==> src/rtl/dbs_pkg.sv <==
`timescale 1ns/1ps
package dbs_pkg;

    typedef enum logic [1:0] {
        OP_WRITE = 2'd0,
        OP_READ  = 2'd1,
        OP_LOAD  = 2'd2,
        OP_CLEAR = 2'd3
    } op_e;

    typedef enum logic [2:0] {
        PH_IDLE,
        PH_SETUP,
        PH_STROBE,
        PH_HOLD,
        PH_PULSE,
        PH_GAP
    } phase_e;

    // Minimum time in ns -> whole cycles at period_ps, rounded up, at least one.
    function automatic int ns2cyc(input int ns, input int period_ps);
        int c;
        c = (ns * 1000 + period_ps - 1) / period_ps;
        return (c < 1) ? 1 : c;
    endfunction

    function automatic int imax(input int a, input int b);
        return (a > b) ? a : b;
    endfunction

endpackage

==> src/rtl/dbs_phase_timer.sv <==
`timescale 1ns/1ps
module dbs_phase_timer #(
    parameter int CNT_W = 8
) (
    input  logic             clk,
    input  logic             rst_n,
    input  logic             load_i,
    input  logic [CNT_W-1:0] len_m1_i,
    output logic             last_o
);
    logic [CNT_W-1:0] cnt_d, cnt_q;

    always_comb begin
        if (load_i)
            cnt_d = len_m1_i;
        else if (cnt_q != '0)
            cnt_d = cnt_q - 1'b1;
        else
            cnt_d = cnt_q;
    end

    always_ff @(posedge clk or negedge rst_n) begin
        if (!rst_n) cnt_q <= '0;
        else        cnt_q <= cnt_d;
    end

    assign last_o = (cnt_q == '0);
endmodule

==> src/rtl/dbs_rd_capture.sv <==
`timescale 1ns/1ps
module dbs_rd_capture #(
    parameter int DATA_W = 12
) (
    input  logic              clk,
    input  logic              rst_n,
    input  logic              en_i,
    input  logic [DATA_W-1:0] bus_i,
    output logic [DATA_W-1:0] word_o
);
    logic [DATA_W-1:0] word_d, word_q;

    always_comb word_d = en_i ? bus_i : word_q;

    always_ff @(posedge clk or negedge rst_n) begin
        if (!rst_n) word_q <= '0;
        else        word_q <= word_d;
    end

    assign word_o = word_q;
endmodule

==> src/rtl/dbs_bus_seq.sv <==
`timescale 1ns/1ps
module dbs_bus_seq
    import dbs_pkg::*;
#(
    parameter int DATA_W          = 12,
    parameter int CH_W            = 2,
    parameter int CLK_PERIOD_PS   = 5000,
    parameter int T_CS_WR_NS      = 50,
    parameter int T_CS_RD_NS      = 200,
    parameter int T_RD_SETUP_NS   = 10,
    parameter int T_RD_VALID_NS   = 160,
    parameter int T_RD_RELEASE_NS = 100,
    parameter int T_LD_PULSE_NS   = 50,
    parameter int T_LD_LEAD_NS    = 70,
    parameter int T_LD_TRAIL_NS   = 50,
    parameter int T_CLR_NS        = 50,
    parameter int GAP_CYC         = 1
) (
    input  logic              clk,
    input  logic              rst_n,
    input  logic              req_valid,
    output logic              req_ready,
    input  logic [1:0]        req_op,
    input  logic [CH_W-1:0]   req_chan,
    input  logic [DATA_W-1:0] req_data,
    input  logic              req_hold_load,
    output logic              rsp_done,
    output logic [DATA_W-1:0] rsp_rdata,
    output logic [CH_W-1:0]   dac_addr,
    output logic              dac_rnw,
    output logic              dac_cs_n,
    output logic [DATA_W-1:0] dac_wdata,
    output logic              dac_wdata_oe,
    input  logic [DATA_W-1:0] dac_rdata,
    output logic              dac_load_n,
    output logic              dac_clear_n
);
    // Cycle counts derived from the ns minima.
    localparam int CS_WR_C  = ns2cyc(T_CS_WR_NS, CLK_PERIOD_PS);
    localparam int CS_RD_C  = imax(ns2cyc(T_CS_RD_NS, CLK_PERIOD_PS),
                                   ns2cyc(T_RD_VALID_NS, CLK_PERIOD_PS) + 1);
    localparam int RD_SU_C  = ns2cyc(T_RD_SETUP_NS, CLK_PERIOD_PS);
    localparam int RD_REL_C = imax(ns2cyc(T_RD_RELEASE_NS, CLK_PERIOD_PS), GAP_CYC);
    localparam int LD_PW_C  = ns2cyc(T_LD_PULSE_NS, CLK_PERIOD_PS);
    localparam int LD_LD_C  = ns2cyc(T_LD_LEAD_NS, CLK_PERIOD_PS);
    localparam int LD_TR_C  = ns2cyc(T_LD_TRAIL_NS, CLK_PERIOD_PS);
    localparam int CLR_C    = ns2cyc(T_CLR_NS, CLK_PERIOD_PS);
    localparam int GAP_C    = imax(GAP_CYC, 1);
    localparam int MAX_C    = imax(imax(imax(CS_WR_C, CS_RD_C), imax(RD_SU_C, RD_REL_C)),
                                   imax(imax(LD_PW_C, LD_LD_C), imax(imax(LD_TR_C, CLR_C), GAP_C)));
    localparam int CNT_W    = $clog2(MAX_C + 1);

    typedef struct packed {
        phase_e            ph;
        op_e               op;
        logic              with_ld;
        logic              cs_n;
        logic              rnw;
        logic [CH_W-1:0]   addr;
        logic              oe;
        logic [DATA_W-1:0] wdata;
        logic              ld_n;
        logic              clr_n;
        logic              done;
    } seq_t;

    localparam seq_t SEQ_RST = '{
        ph: PH_IDLE, op: OP_WRITE, with_ld: 1'b0, cs_n: 1'b1, rnw: 1'b1,
        addr: '0, oe: 1'b0, wdata: '0, ld_n: 1'b1, clr_n: 1'b1, done: 1'b0
    };

    seq_t             seq_d, seq_q;
    logic             tmr_load;
    logic [CNT_W-1:0] tmr_len_m1;
    logic             tmr_last;
    logic             cap_en;

    always_comb begin
        seq_d      = seq_q;
        seq_d.done = 1'b0;
        tmr_load   = 1'b0;
        tmr_len_m1 = '0;
        cap_en     = 1'b0;

        unique case (seq_q.ph)
            PH_IDLE: begin
                if (req_valid) begin
                    seq_d.op      = op_e'(req_op);
                    seq_d.with_ld = 1'b0;
                    tmr_load      = 1'b1;
                    unique case (op_e'(req_op))
                        OP_WRITE: begin
                            seq_d.ph      = PH_SETUP;
                            seq_d.addr    = req_chan;
                            seq_d.rnw     = 1'b0;
                            seq_d.oe      = 1'b1;
                            seq_d.wdata   = req_data;
                            seq_d.with_ld = req_hold_load;
                            seq_d.ld_n    = ~req_hold_load;
                            tmr_len_m1    = req_hold_load ? CNT_W'(LD_LD_C - 1) : '0;
                        end
                        OP_READ: begin
                            seq_d.ph   = PH_SETUP;
                            seq_d.addr = req_chan;
                            seq_d.rnw  = 1'b1;
                            tmr_len_m1 = CNT_W'(RD_SU_C - 1);
                        end
                        OP_LOAD: begin
                            seq_d.ph   = PH_PULSE;
                            seq_d.ld_n = 1'b0;
                            tmr_len_m1 = CNT_W'(LD_PW_C - 1);
                        end
                        default: begin
                            seq_d.ph    = PH_PULSE;
                            seq_d.clr_n = 1'b0;
                            tmr_len_m1  = CNT_W'(CLR_C - 1);
                        end
                    endcase
                end
            end
            PH_SETUP: begin
                if (tmr_last) begin
                    seq_d.ph   = PH_STROBE;
                    seq_d.cs_n = 1'b0;
                    tmr_load   = 1'b1;
                    tmr_len_m1 = (seq_q.op == OP_READ) ? CNT_W'(CS_RD_C - 1)
                                                       : CNT_W'(CS_WR_C - 1);
                end
            end
            PH_STROBE: begin
                if (tmr_last) begin
                    cap_en     = (seq_q.op == OP_READ);
                    seq_d.ph   = PH_HOLD;
                    seq_d.cs_n = 1'b1;
                    tmr_load   = 1'b1;
                    tmr_len_m1 = seq_q.with_ld ? CNT_W'(LD_TR_C - 1) : '0;
                end
            end
            PH_HOLD: begin
                if (tmr_last) begin
                    seq_d.ph    = PH_GAP;
                    seq_d.rnw   = 1'b1;
                    seq_d.addr  = '0;
                    seq_d.oe    = 1'b0;
                    seq_d.wdata = '0;
                    seq_d.ld_n  = 1'b1;
                    tmr_load    = 1'b1;
                    tmr_len_m1  = (seq_q.op == OP_READ) ? CNT_W'(RD_REL_C - 1)
                                                        : CNT_W'(GAP_C - 1);
                end
            end
            PH_PULSE: begin
                if (tmr_last) begin
                    seq_d.ph    = PH_GAP;
                    seq_d.ld_n  = 1'b1;
                    seq_d.clr_n = 1'b1;
                    tmr_load    = 1'b1;
                    tmr_len_m1  = CNT_W'(GAP_C - 1);
                end
            end
            PH_GAP: begin
                if (tmr_last) begin
                    seq_d.ph   = PH_IDLE;
                    seq_d.done = 1'b1;
                end
            end
            default: seq_d = SEQ_RST;
        endcase
    end

    always_ff @(posedge clk or negedge rst_n) begin
        if (!rst_n) seq_q <= SEQ_RST;
        else        seq_q <= seq_d;
    end

    dbs_phase_timer #(.CNT_W(CNT_W)) u_timer (
        .clk      (clk),
        .rst_n    (rst_n),
        .load_i   (tmr_load),
        .len_m1_i (tmr_len_m1),
        .last_o   (tmr_last)
    );

    dbs_rd_capture #(.DATA_W(DATA_W)) u_capture (
        .clk    (clk),
        .rst_n  (rst_n),
        .en_i   (cap_en),
        .bus_i  (dac_rdata),
        .word_o (rsp_rdata)
    );

    assign req_ready    = (seq_q.ph == PH_IDLE);
    assign rsp_done     = seq_q.done;
    assign dac_addr     = seq_q.addr;
    assign dac_rnw      = seq_q.rnw;
    assign dac_cs_n     = seq_q.cs_n;
    assign dac_wdata    = seq_q.wdata;
    assign dac_wdata_oe = seq_q.oe;
    assign dac_load_n   = seq_q.ld_n;
    assign dac_clear_n  = seq_q.clr_n;
endmodule

==> config.mk <==
export PLATFORM = sky130hd
export DESIGN_NAME = dbs_bus_seq
export DESIGN_NICKNAME = d
export VERILOG_FILES = /design/src/rtl/dbs_pkg.sv /design/src/rtl/dbs_phase_timer.sv /design/src/rtl/dbs_rd_capture.sv /design/src/rtl/dbs_bus_seq.sv
export SDC_FILE = /design/constraint.sdc
export NUM_CORES = 1
export LEC_CHECK = 0
export ABC_AREA = 1
export BUFFER_PORTS_ARGS = -buffer_cell sky130_fd_sc_hd__buf_2
export CORE_AREA = 4 4 104 106
export DETAILED_ROUTE_END_ITERATION = 7
export DIE_AREA = 0 0 108 110
export PLACE_DENSITY = 0.41
export RECOVER_POWER = 50
export SLEW_MARGIN = 20
export SYNTH_ARGS = -nofsm -noshare
export SYNTH_HDL_FRONTEND = slang
export SYNTH_SLANG_ARGS = --single-unit
==> constraint.sdc <==
create_clock -name clk -period 5.5 [get_ports clk]
set_clock_uncertainty 0.2 [all_clocks]
set_input_delay 0.825 -clock clk [delete_from_list [all_inputs] [get_ports clk]]
set_output_delay 0.825 -clock clk [all_outputs]
set_load 0.005 [all_outputs]
==> results of run 1 <==
## final timing paths
| kind | from | endpoint | depth (start not counted) |
|---|---|---|---|
| hold / removal | dac_load_n | dac_load_n | 2 |
| max in group asynchronous | rst_n | seq_q[24] | 1 |
| setup / recovery | seq_q[23] | req_ready | 4 |
| min in group asynchronous | rst_n | dac_wdata[0] | 1 |
| hold reg to reg | dac_load_n | dac_load_n | 2 |
| setup reg to reg | u_timer.cnt_q[0] | dac_wdata[4] | 7 |
## cells in the mapped netlist (2+ instances only)
| cell | number | area, um2 |
|---|---|---|
| a21oi_1 | 11 | 55.1 |
| buf_4 | 14 | 105 |
| buf_6 | 3 | 33.8 |
| dfrtp_1 | 40 | 1000 |
| dfstp_2 | 4 | 105 |
| ha_1 | 5 | 62.6 |
| inv_1 | 23 | 86.3 |
| inv_2 | 2 | 7.51 |
| mux2_2 | 10 | 113 |
| mux2_4 | 2 | 30.0 |
| nand2_1 | 67 | 251 |
| nand2_2 | 5 | 31.3 |
| nand3_1 | 13 | 65.1 |
| nand3_2 | 2 | 20.0 |
| nand3b_1 | 2 | 15.0 |
| nand4_1 | 2 | 12.5 |
| nor2_1 | 16 | 60.1 |
| nor2_2 | 3 | 18.8 |
| nor3_1 | 3 | 15.0 |
| o211ai_1 | 2 | 15.0 |
| o21ai_0 | 14 | 70.1 |
| o21ai_2 | 13 | 114 |
| xor2_1 | 3 | 26.3 |
## cell families after synthesis
| group | after synthesis | share of synthesized area (%) |
|---|---|---|
| AO/OA/AOI/OAI | 43 | 11.4 |
| XOR/XNOR | 4 | 1.45 |
| adder cells (fa/ha/maj) | 5 | 2.60 |
| buffers and inverters | 44 | 10.0 |
| flip-flops | 44 | 45.9 |
| multiplexers | 12 | 5.92 |
| AND/OR/NAND/NOR | 117 | 22.6 |
## layout make-up
class | count | share of cell area [%]
timing repair buffer | 64 | 11.0
inverter | 26 | 3.42
tap | 133 | 5.83
sequential | 44 | 38.8
clock buffer | 6 | 2.89
multi-input combinational | 181 | 36.7
clock inverter | 2 | 1.36
## power groups by stage
stage               clock network (mW)  logic [mW]  registers (mW)
floorplan                            0       0.631           0.556
global placement                     0       0.818           0.557
detailed placement                   0       0.811           0.558
CTS                              0.277       0.817           0.553
global route                     0.289       0.908           0.568
finish                           0.262       0.787           0.551
## worst max-delay path, stage by stage, from the launching register on
cell and delay (ns):
dfrtp_1 0.46, nor2_1 0.12, nand2_1 0.23, clkinv_1 0.49, buf_2 0.30
## metrics by stage
step	power (mW)	utilization (%)	hold WS [ns]
detailed placement	1.37	28.1	0.256
finish	1.60	29.2	0.266
global placement	1.37	28.1	0.255
global route	1.77	29.2	0.280
CTS	1.65	29.4	0.268
floorplan	1.19	-	0.251
## registers in the layout, indices dropped and copies added (netlist names)
| signal | flops |
|---|---|
| dac_load_n | 1 |
| u_capture.word_o | 12 |
| dac_wdata_oe | 1 |
| u_timer.cnt_q | 6 |
| dac_addr | 2 |
| dac_wdata | 12 |
| dac_clear_n | 1 |
| dac_cs_n | 1 |
| dac_rnw | 1 |
| seq_q | 6 |
| rsp_done | 1 |
## routing by layer
layer | part of all wire [%] | GRT usage, % | vias up
met1 | 46 | 12.1 | 871
met3 | 6.8 | 2.91 | 11
met5 | 0 | 0 | -
met4 | 2.2 | 3.79 | 0
li1 | - | - | 969
met2 | 45 | 15.3 | 62
==> flow_metrics.env, run 1 <==
export IMPL_syn_area_per_cell_um2=8.95
export IMPL_p_clk_share_pct=16.4
export IMPL_antenna_found_initial=0
export IMPL_drc=0
export IMPL_powerDensity_mw_per_mm2=561
export IMPL_cts_hold_buf=0
export IMPL_viasPerCell=4.20
export IMPL_max_vdd_ir_drop_mv=0.150
export IMPL_ys_seq_area_share_pct=45.9
export IMPL_first_pass_iters=4
export IMPL_drtAntennaViolNets=0
export IMPL_synthCells=269
export IMPL_drt_iter0_drc=164
export IMPL_max_freq_mhz=343
export IMPL_n_fill_cell=1078
export IMPL_rows=36
export IMPL_layout_commonest_cell="nand2_1"
export IMPL_portBuffers=64
export IMPL_grt_pass1_vias=1865
export IMPL_ys_ff_latch=44
export IMPL_seq_area_mm2=0.00111
export IMPL_synthArstFlopShare_pct=100
export IMPL_yosysUniqueCellTypes=33
export IMPL_cts_max_level=2
export IMPL_via_count=1913
export IMPL_die_h_um=110
export IMPL_routabilityCongestion=0.857
export IMPL_p_sw_share_pct=42.1
export IMPL_min_period_ns=2.92
export IMPL_clk_pin_slew_worst_paths_ns=0.08
export IMPL_status="finished with violations"
export IMPL_place_ws_ns=3.00
export IMPL_wl_per_cell_um=12.1
export IMPL_cts_buffers=5
export IMPL_instances_no_fill=456
export IMPL_pin_count=65
export IMPL_synthFlopType="dfrtp_1"
export IMPL_max_cap_viol_count=1
export IMPL_grt_pass1_wl_mm=8.94
export IMPL_p_int_mw=0.926
export IMPL_setup_viol=0
export IMPL_syn_to_final_growth_pct=18.5
export IMPL_worst_slew_margin_rel_pct=-59.0
export IMPL_multiInputGateArea_mm2=0.00105
export IMPL_start_util_pct=24.6
export IMPL_end_kind="output pin"
export IMPL_final_area_mm2=0.00285
export IMPL_cts_tree="built"
export IMPL_fp_dieW_um=108
export IMPL_syn_nets=306
export IMPL_gr_usage_all_layers_pct=9.55
export IMPL_worstPathMaxFanout=18
export IMPL_p_leak_nw=1.44
export IMPL_grt_max_degree=45
export IMPL_insertion_delay_ns=0.29
export IMPL_dp_cells=448
export IMPL_crit_path_start_kind="flip-flop"
export IMPL_hold_violations=0
export IMPL_fin_tns_setup_ns=0
export IMPL_r2r_setup_slack_ns=3.21
export IMPL_core_mm2=0.00977
export IMPL_cts_path_max_buffers=2
export IMPL_routed_wl_mm=5.50
export IMPL_p_sw_mw=0.674
export IMPL_p_seq_share_pct=34.4
export IMPL_clockRootBuffer="clkbuf_8"
export IMPL_layout_common_cells="nand2_1, buf_2, dfrtp_1"
export IMPL_failed_checks="capacitance limit, slew limit"
export IMPL_drv_slew=45
export IMPL_dieArea_mm2=0.0119
export IMPL_yosysWarnings=0
export IMPL_postCtsSetupRepairBufs=0
export IMPL_dpl_instance_area_mm2=0.00275
export IMPL_drive_gt1_share_pct=33.7
export IMPL_cts_sinks=44
export IMPL_netlist_area_mm2=0.00241
export IMPL_cts_resized=0
export IMPL_worstMarginPinSlew_ns=2.38
export IMPL_fin_crit_sh_pct=53.0
export IMPL_critPathArrivalTime_ns=1.89
export IMPL_layout_nets=359
export IMPL_crit_required_ns=4.47
export IMPL_min_path_type="flip-flop to flip-flop"
export IMPL_rsz0062_at_grt="false"
export IMPL_pwr_share_comb_pct=49.2
export IMPL_crit_type="flip-flop to output pin"
export IMPL_synth_edf_count=0
export IMPL_diodes=0
export IMPL_setup_slack_ns=2.58
export IMPL_gr_total_overflow=0
export IMPL_dp_hpwl_mm=4.18
Note: power is estimated with default switching activity, not from simulation.
==> run 2, diff against run 1 <==
==> constraint.sdc (replaced) <==
create_clock -name clk -period 2.8 [get_ports clk]
set_clock_uncertainty 0.2 [all_clocks]
set_input_delay 0.42 -clock clk [delete_from_list [all_inputs] [get_ports clk]]
set_output_delay 0.42 -clock clk [all_outputs]
set_load 0.005 [all_outputs]
==> flow_metrics.env, run 2 (synthesis gave the netlist of run 1 again) <==
export IMPL_cts_hold_buf=1
export IMPL_start_util_pct=24.6
export IMPL_place_ws_ns=0.682
export IMPL_utilization_pct=29.1
export IMPL_p_leak_nw=1.41
export IMPL_wl_per_cell_um=12.0
export IMPL_cts_sinks=44
export IMPL_via_count=1874
export IMPL_insertion_delay_ns=0.29
export IMPL_drv_slew=0
export IMPL_portBuffers=64
export IMPL_min_period_ns=2.26
export IMPL_dieArea_mm2=0.0119
export IMPL_crit_family="simple AND/OR/NAND/NOR gates"
export IMPL_fin_tns_setup_ns=0
export IMPL_crit_required_ns=2.78
export IMPL_rows=36
export IMPL_layout_nets=362
export IMPL_fp_dieW_um=108
export IMPL_drt_iter0_drc=98
export IMPL_drtAntennaViolNets=0
export IMPL_powerDensity_mw_per_mm2=1080
export IMPL_gr_usage_all_layers_pct=9.72
export IMPL_grt_pass1_vias=1884
export IMPL_crit_type="flip-flop to flip-flop"
export IMPL_instances_no_fill=459
export IMPL_setup_slack_ns=0.542
export IMPL_min_path_type="input port to flip-flop"
export IMPL_rsz0062_at_grt="false"
export IMPL_critPathMaxStageDelay_ns=0.38
export IMPL_cts_path_max_buffers=2
export IMPL_diodes=0
export IMPL_clockRootBuffer="clkbuf_8"
export IMPL_dp_hpwl_mm=4.24
export IMPL_path_buf_inv=1
export IMPL_drive_gt1_share_pct=31.3
export IMPL_status="completed"
export IMPL_max_cap_viol_count=0
export IMPL_layout_commonest_cell="nand2_1"
export IMPL_pin_count=65
export IMPL_grt_max_degree=29
export IMPL_dp_cells=450
export IMPL_viasPerCell=4.08
export IMPL_max_vdd_ir_drop_mv=0.294
export IMPL_worst_path_max_delay_cell="dfrtp_1"
export IMPL_worstMarginPinSlew_ns=0.934
export IMPL_postCtsSetupRepairBufs=0
export IMPL_cts_buffers=5
export IMPL_worstPathMaxFanout=26
export IMPL_holdWs_ns=0.153
export IMPL_fin_crit_sh_pct=80.7
export IMPL_hold_violations=0
export IMPL_end_kind="flip-flop"
export IMPL_grt_pass1_wl_mm=9.06
export IMPL_routabilityCongestion=0.827
export IMPL_first_pass_iters=4
export IMPL_antenna_found_initial=0
export IMPL_cts_resized=0
export IMPL_cts_tree="built"
export IMPL_die_h_um=110
export IMPL_layout_common_cells="nand2_1, buf_2, dfrtp_1"
export IMPL_core_mm2=0.00977
export IMPL_max_freq_mhz=443
export IMPL_worst_slew_margin_rel_pct=37.7
export IMPL_critPathArrivalTime_ns=2.23
export IMPL_cts_max_level=2
export IMPL_routed_wl_mm=5.52
export IMPL_crit_path_start_kind="flip-flop"
export IMPL_syn_to_final_growth_pct=18.1
export IMPL_path_cells="inv_1, ha_1, nand3_1, a21oi_2, nand3_4, nand2_1, o21ai_2"
export IMPL_clk_pin_slew_worst_paths_ns=0.09
export IMPL_gr_total_overflow=0
export IMPL_setup_viol=0
export IMPL_drc=0
==> run 2: changes by cell type in the layout (fill, tap and decap cells not counted), sizes merged <==
cell / before / now
clkbuf: 11 / 21
buf: 59 / 51
bufinv: 1 / 0
clkinv: 2 / 3
dlygate4sd3: 0 / 1
==> run 2: metrics by stage <==
step | instance area (um2) | total power, mW
2_1_floorplan | 2410 | 2.33
3_3_place_gp | 2770 | 2.71
3_5_place_dp | 2770 | 2.71
4_1_cts | 2870 | 3.16
5_1_grt | 2840 | 3.41
6_report | 2840 | 3.06
==> run 2: per-layer routing <==
layer  vias to the layer above  track usage (%)  share of wire (%)
met1                       849             12.4                 46
met5                         -                0                  0
met3                         4             2.85                7.2
met2                        48             15.6                 45
li1                        973                -                  -
met4                         0             3.61                1.2
==> run 2: final cells by class <==
class / instances / area [um2]
clock buffer: 6 / 82.6
clock inverter: 2 / 10.0
fill: 1088 / 6930
inverter: 26 / 97.6
multi-input combinational: 181 / 1060
sequential: 44 / 1110
tap: 133 / 166
timing repair buffer: 67 / 325
==> run 2: report_power, final <==
group / switching (mW) / total [mW] / internal (mW) / leakage (nW)
Sequential: 0.162 / 1.09 / 0.926 / 0.544
Combinational: 0.953 / 1.55 / 0.600 / 0.813
Clock: 0.223 / 0.420 / 0.197 / 0.0510
==> run 2: path summary, 6_finish.rpt <==
kind                             startpoint                  end  slack (ns)  cells past startpoint
max                        u_timer.cnt_q[0]         dac_wdata[2]        0.54                      7
min                            dac_rdata[1]  u_capture.word_o[1]        0.15                      2
max reg2reg                u_timer.cnt_q[0]         dac_wdata[2]        0.54                      7
min reg2reg                      dac_load_n           dac_load_n        0.27                      2
max in group asynchronous             rst_n  u_capture.word_o[3]        0.91                      3
min in group asynchronous             rst_n          dac_addr[0]        0.58                      2
==> run 3, diff against run 2 <==
==> constraint.sdc (replaced) <==
create_clock -name clk -period 2.1 [get_ports clk]
set_clock_uncertainty 0.2 [all_clocks]
set_input_delay 0.315 -clock clk [delete_from_list [all_inputs] [get_ports clk]]
set_output_delay 0.315 -clock clk [all_outputs]
set_load 0.005 [all_outputs]
==> flow_metrics.env, run 3 (synthesis gave the netlist of run 1 again) <==
export IMPL_status="completed"
export IMPL_layout_common_cells="nand2_1, buf_2, dfrtp_1"
export IMPL_fp_dieW_um=108
export IMPL_pin_count=65
export IMPL_crit_type="flip-flop to flip-flop"
export IMPL_layout_commonest_cell="nand2_1"
export IMPL_p_int_mw=2.57
export IMPL_cts_sinks=44
export IMPL_drive_gt1_share_pct=34.7
export IMPL_place_ws_ns=0.205
export IMPL_start_util_pct=24.6
export IMPL_cts_buffers=5
export IMPL_pwr_share_comb_pct=51.4
export IMPL_p_sw_share_pct=41.6
export IMPL_max_freq_mhz=525
export IMPL_hold_violations=0
export IMPL_end_kind="flip-flop"
export IMPL_grt_pass1_wl_mm=9.30
export IMPL_clk_pin_slew_worst_paths_ns=0.09
export IMPL_grt_pass1_vias=1892
export IMPL_cts_max_level=2
export IMPL_postCtsSetupRepairBufs=0
export IMPL_worstRegToRegCells=6
export IMPL_insertion_delay_ns=0.29
export IMPL_cts_tree="built"
export IMPL_rsz0062_at_grt="false"
export IMPL_routed_wl_mm=5.67
export IMPL_worst_slew_margin_rel_pct=25.4
export IMPL_min_period_ns=1.90
export IMPL_first_pass_iters=4
export IMPL_dp_cells=455
export IMPL_dp_hpwl_mm=4.28
export IMPL_timing_rr_end="u_capture.word_o[4]"
export IMPL_setup_slack_ns=0.197
export IMPL_layout_nets=367
export IMPL_p_sw_mw=1.83
export IMPL_hp_start="dac_rdata[1]"
export IMPL_viasPerCell=4.14
export IMPL_powerDensity_mw_per_mm2=1500
export IMPL_cts_path_max_buffers=2
export IMPL_max_cap_viol_count=0
export IMPL_syn_to_final_growth_pct=22.3
export IMPL_crit_required_ns=2.08
export IMPL_clockRootBuffer="clkbuf_8"
export IMPL_hold_depth=2
export IMPL_p_leak_nw=1.47
export IMPL_drv_slew=0
export IMPL_drc=0
export IMPL_p_clk_share_pct=15.8
export IMPL_diodes=0
export IMPL_fin_tns_setup_ns=0
export IMPL_min_path_type="input port to flip-flop"
export IMPL_p_seq_share_pct=32.9
export IMPL_n_fill_cell=1050
export IMPL_crit_path_start_kind="flip-flop"
export IMPL_drtAntennaViolNets=0
export IMPL_fin_crit_sh_pct=90.6
export IMPL_via_count=1922
export IMPL_worstPathMaxFanout=12
export IMPL_grt_max_degree=45
export IMPL_gr_total_overflow=0
export IMPL_critPathArrivalTime_ns=1.89
export IMPL_reg2reg_from="u_timer.cnt_q[0]"
export IMPL_core_mm2=0.00977
export IMPL_drt_iter0_drc=109
export IMPL_instances_no_fill=464
export IMPL_dieArea_mm2=0.0119
export IMPL_max_vdd_ir_drop_mv=0.395
export IMPL_hold_end="u_capture.word_o[1]"
export IMPL_setup_viol=0
export IMPL_portBuffers=64
export IMPL_routabilityCongestion=0.831
export IMPL_die_h_um=110
export IMPL_r2r_setup_slack_ns=0.20
export IMPL_worstMarginPinSlew_ns=1.12
export IMPL_rows=36
export IMPL_gr_usage_all_layers_pct=9.93
export IMPL_antenna_found_initial=0
export IMPL_wl_per_cell_um=12.2
==> run 3: cell type report <==
type,count,area (um2),area share (%)
flip-flops and latches,44,1110,37.6
multi-input cells,181,1060,36.0
inverters,26,97.6,3.31
well taps,133,166,5.65
clock buffers,6,82.6,2.80
repair buffers,72,393,13.3
clock inverters,2,38.8,1.32
==> run 3: worst max-delay path, stage by stage (launching register included) <==
cell and delay [ns]:
dfrtp_1 0.38, inv_1 0.14, ha_1 0.20, nand3_2 0.14, nor2_4 0.15, nand2_2 0.22, mux2_4 0.36
==> run 3: how the worst max path moves through the flow <==
stage,start,to
2_1_floorplan,u_timer.cnt_q[0],u_capture.word_o[4]
3_3_place_gp,u_timer.cnt_q[0],u_timer.cnt_q[3]
3_5_place_dp,u_timer.cnt_q[0],u_capture.word_o[4]
4_1_cts,seq_q[24],req_ready
5_1_grt,u_timer.cnt_q[0],u_timer.cnt_q[1]
6_report,u_timer.cnt_q[0],u_capture.word_o[4]
==> run 3: power groups by stage <==
stage | registers (mW) | logic [mW] | clock network, mW
after floorplan | 1.46 | 1.65 | 0
after detailed placement | 1.47 | 2.32 | 0
after CTS | 1.45 | 2.33 | 0.729
final | 1.45 | 2.26 | 0.694
after global placement | 1.47 | 2.31 | 0
after global routing | 1.50 | 2.58 | 0.767
==> run 3: timing repair <==
action	4_1_cts	5_1_grt
resized for setup	0	0
hold buffers	1	0
endpoints found under the hold margin	40	0
==> run 3: metrics by stage <==
step	power, mW	hold WS (ns)	area, um2	util (%)
3_3_place_gp	3.78	0.121	2840	29.1
4_1_cts	4.51	0.0376	2970	30.4
3_5_place_dp	3.79	0.122	2840	29.1
5_1_grt	4.84	0.0337	2950	30.1
6_report	4.41	0.0484	2950	30.1
2_1_floorplan	3.11	-0.181	2410	-
==> run 3: layer usage <==
layer	up-vias	global-route usage, %	share of wire, %
met5	-	0	0
met4	0	3.25	1.5
met3	8	2.68	6.8
met2	54	15.6	45
met1	879	13.3	46
li1	981	-	-
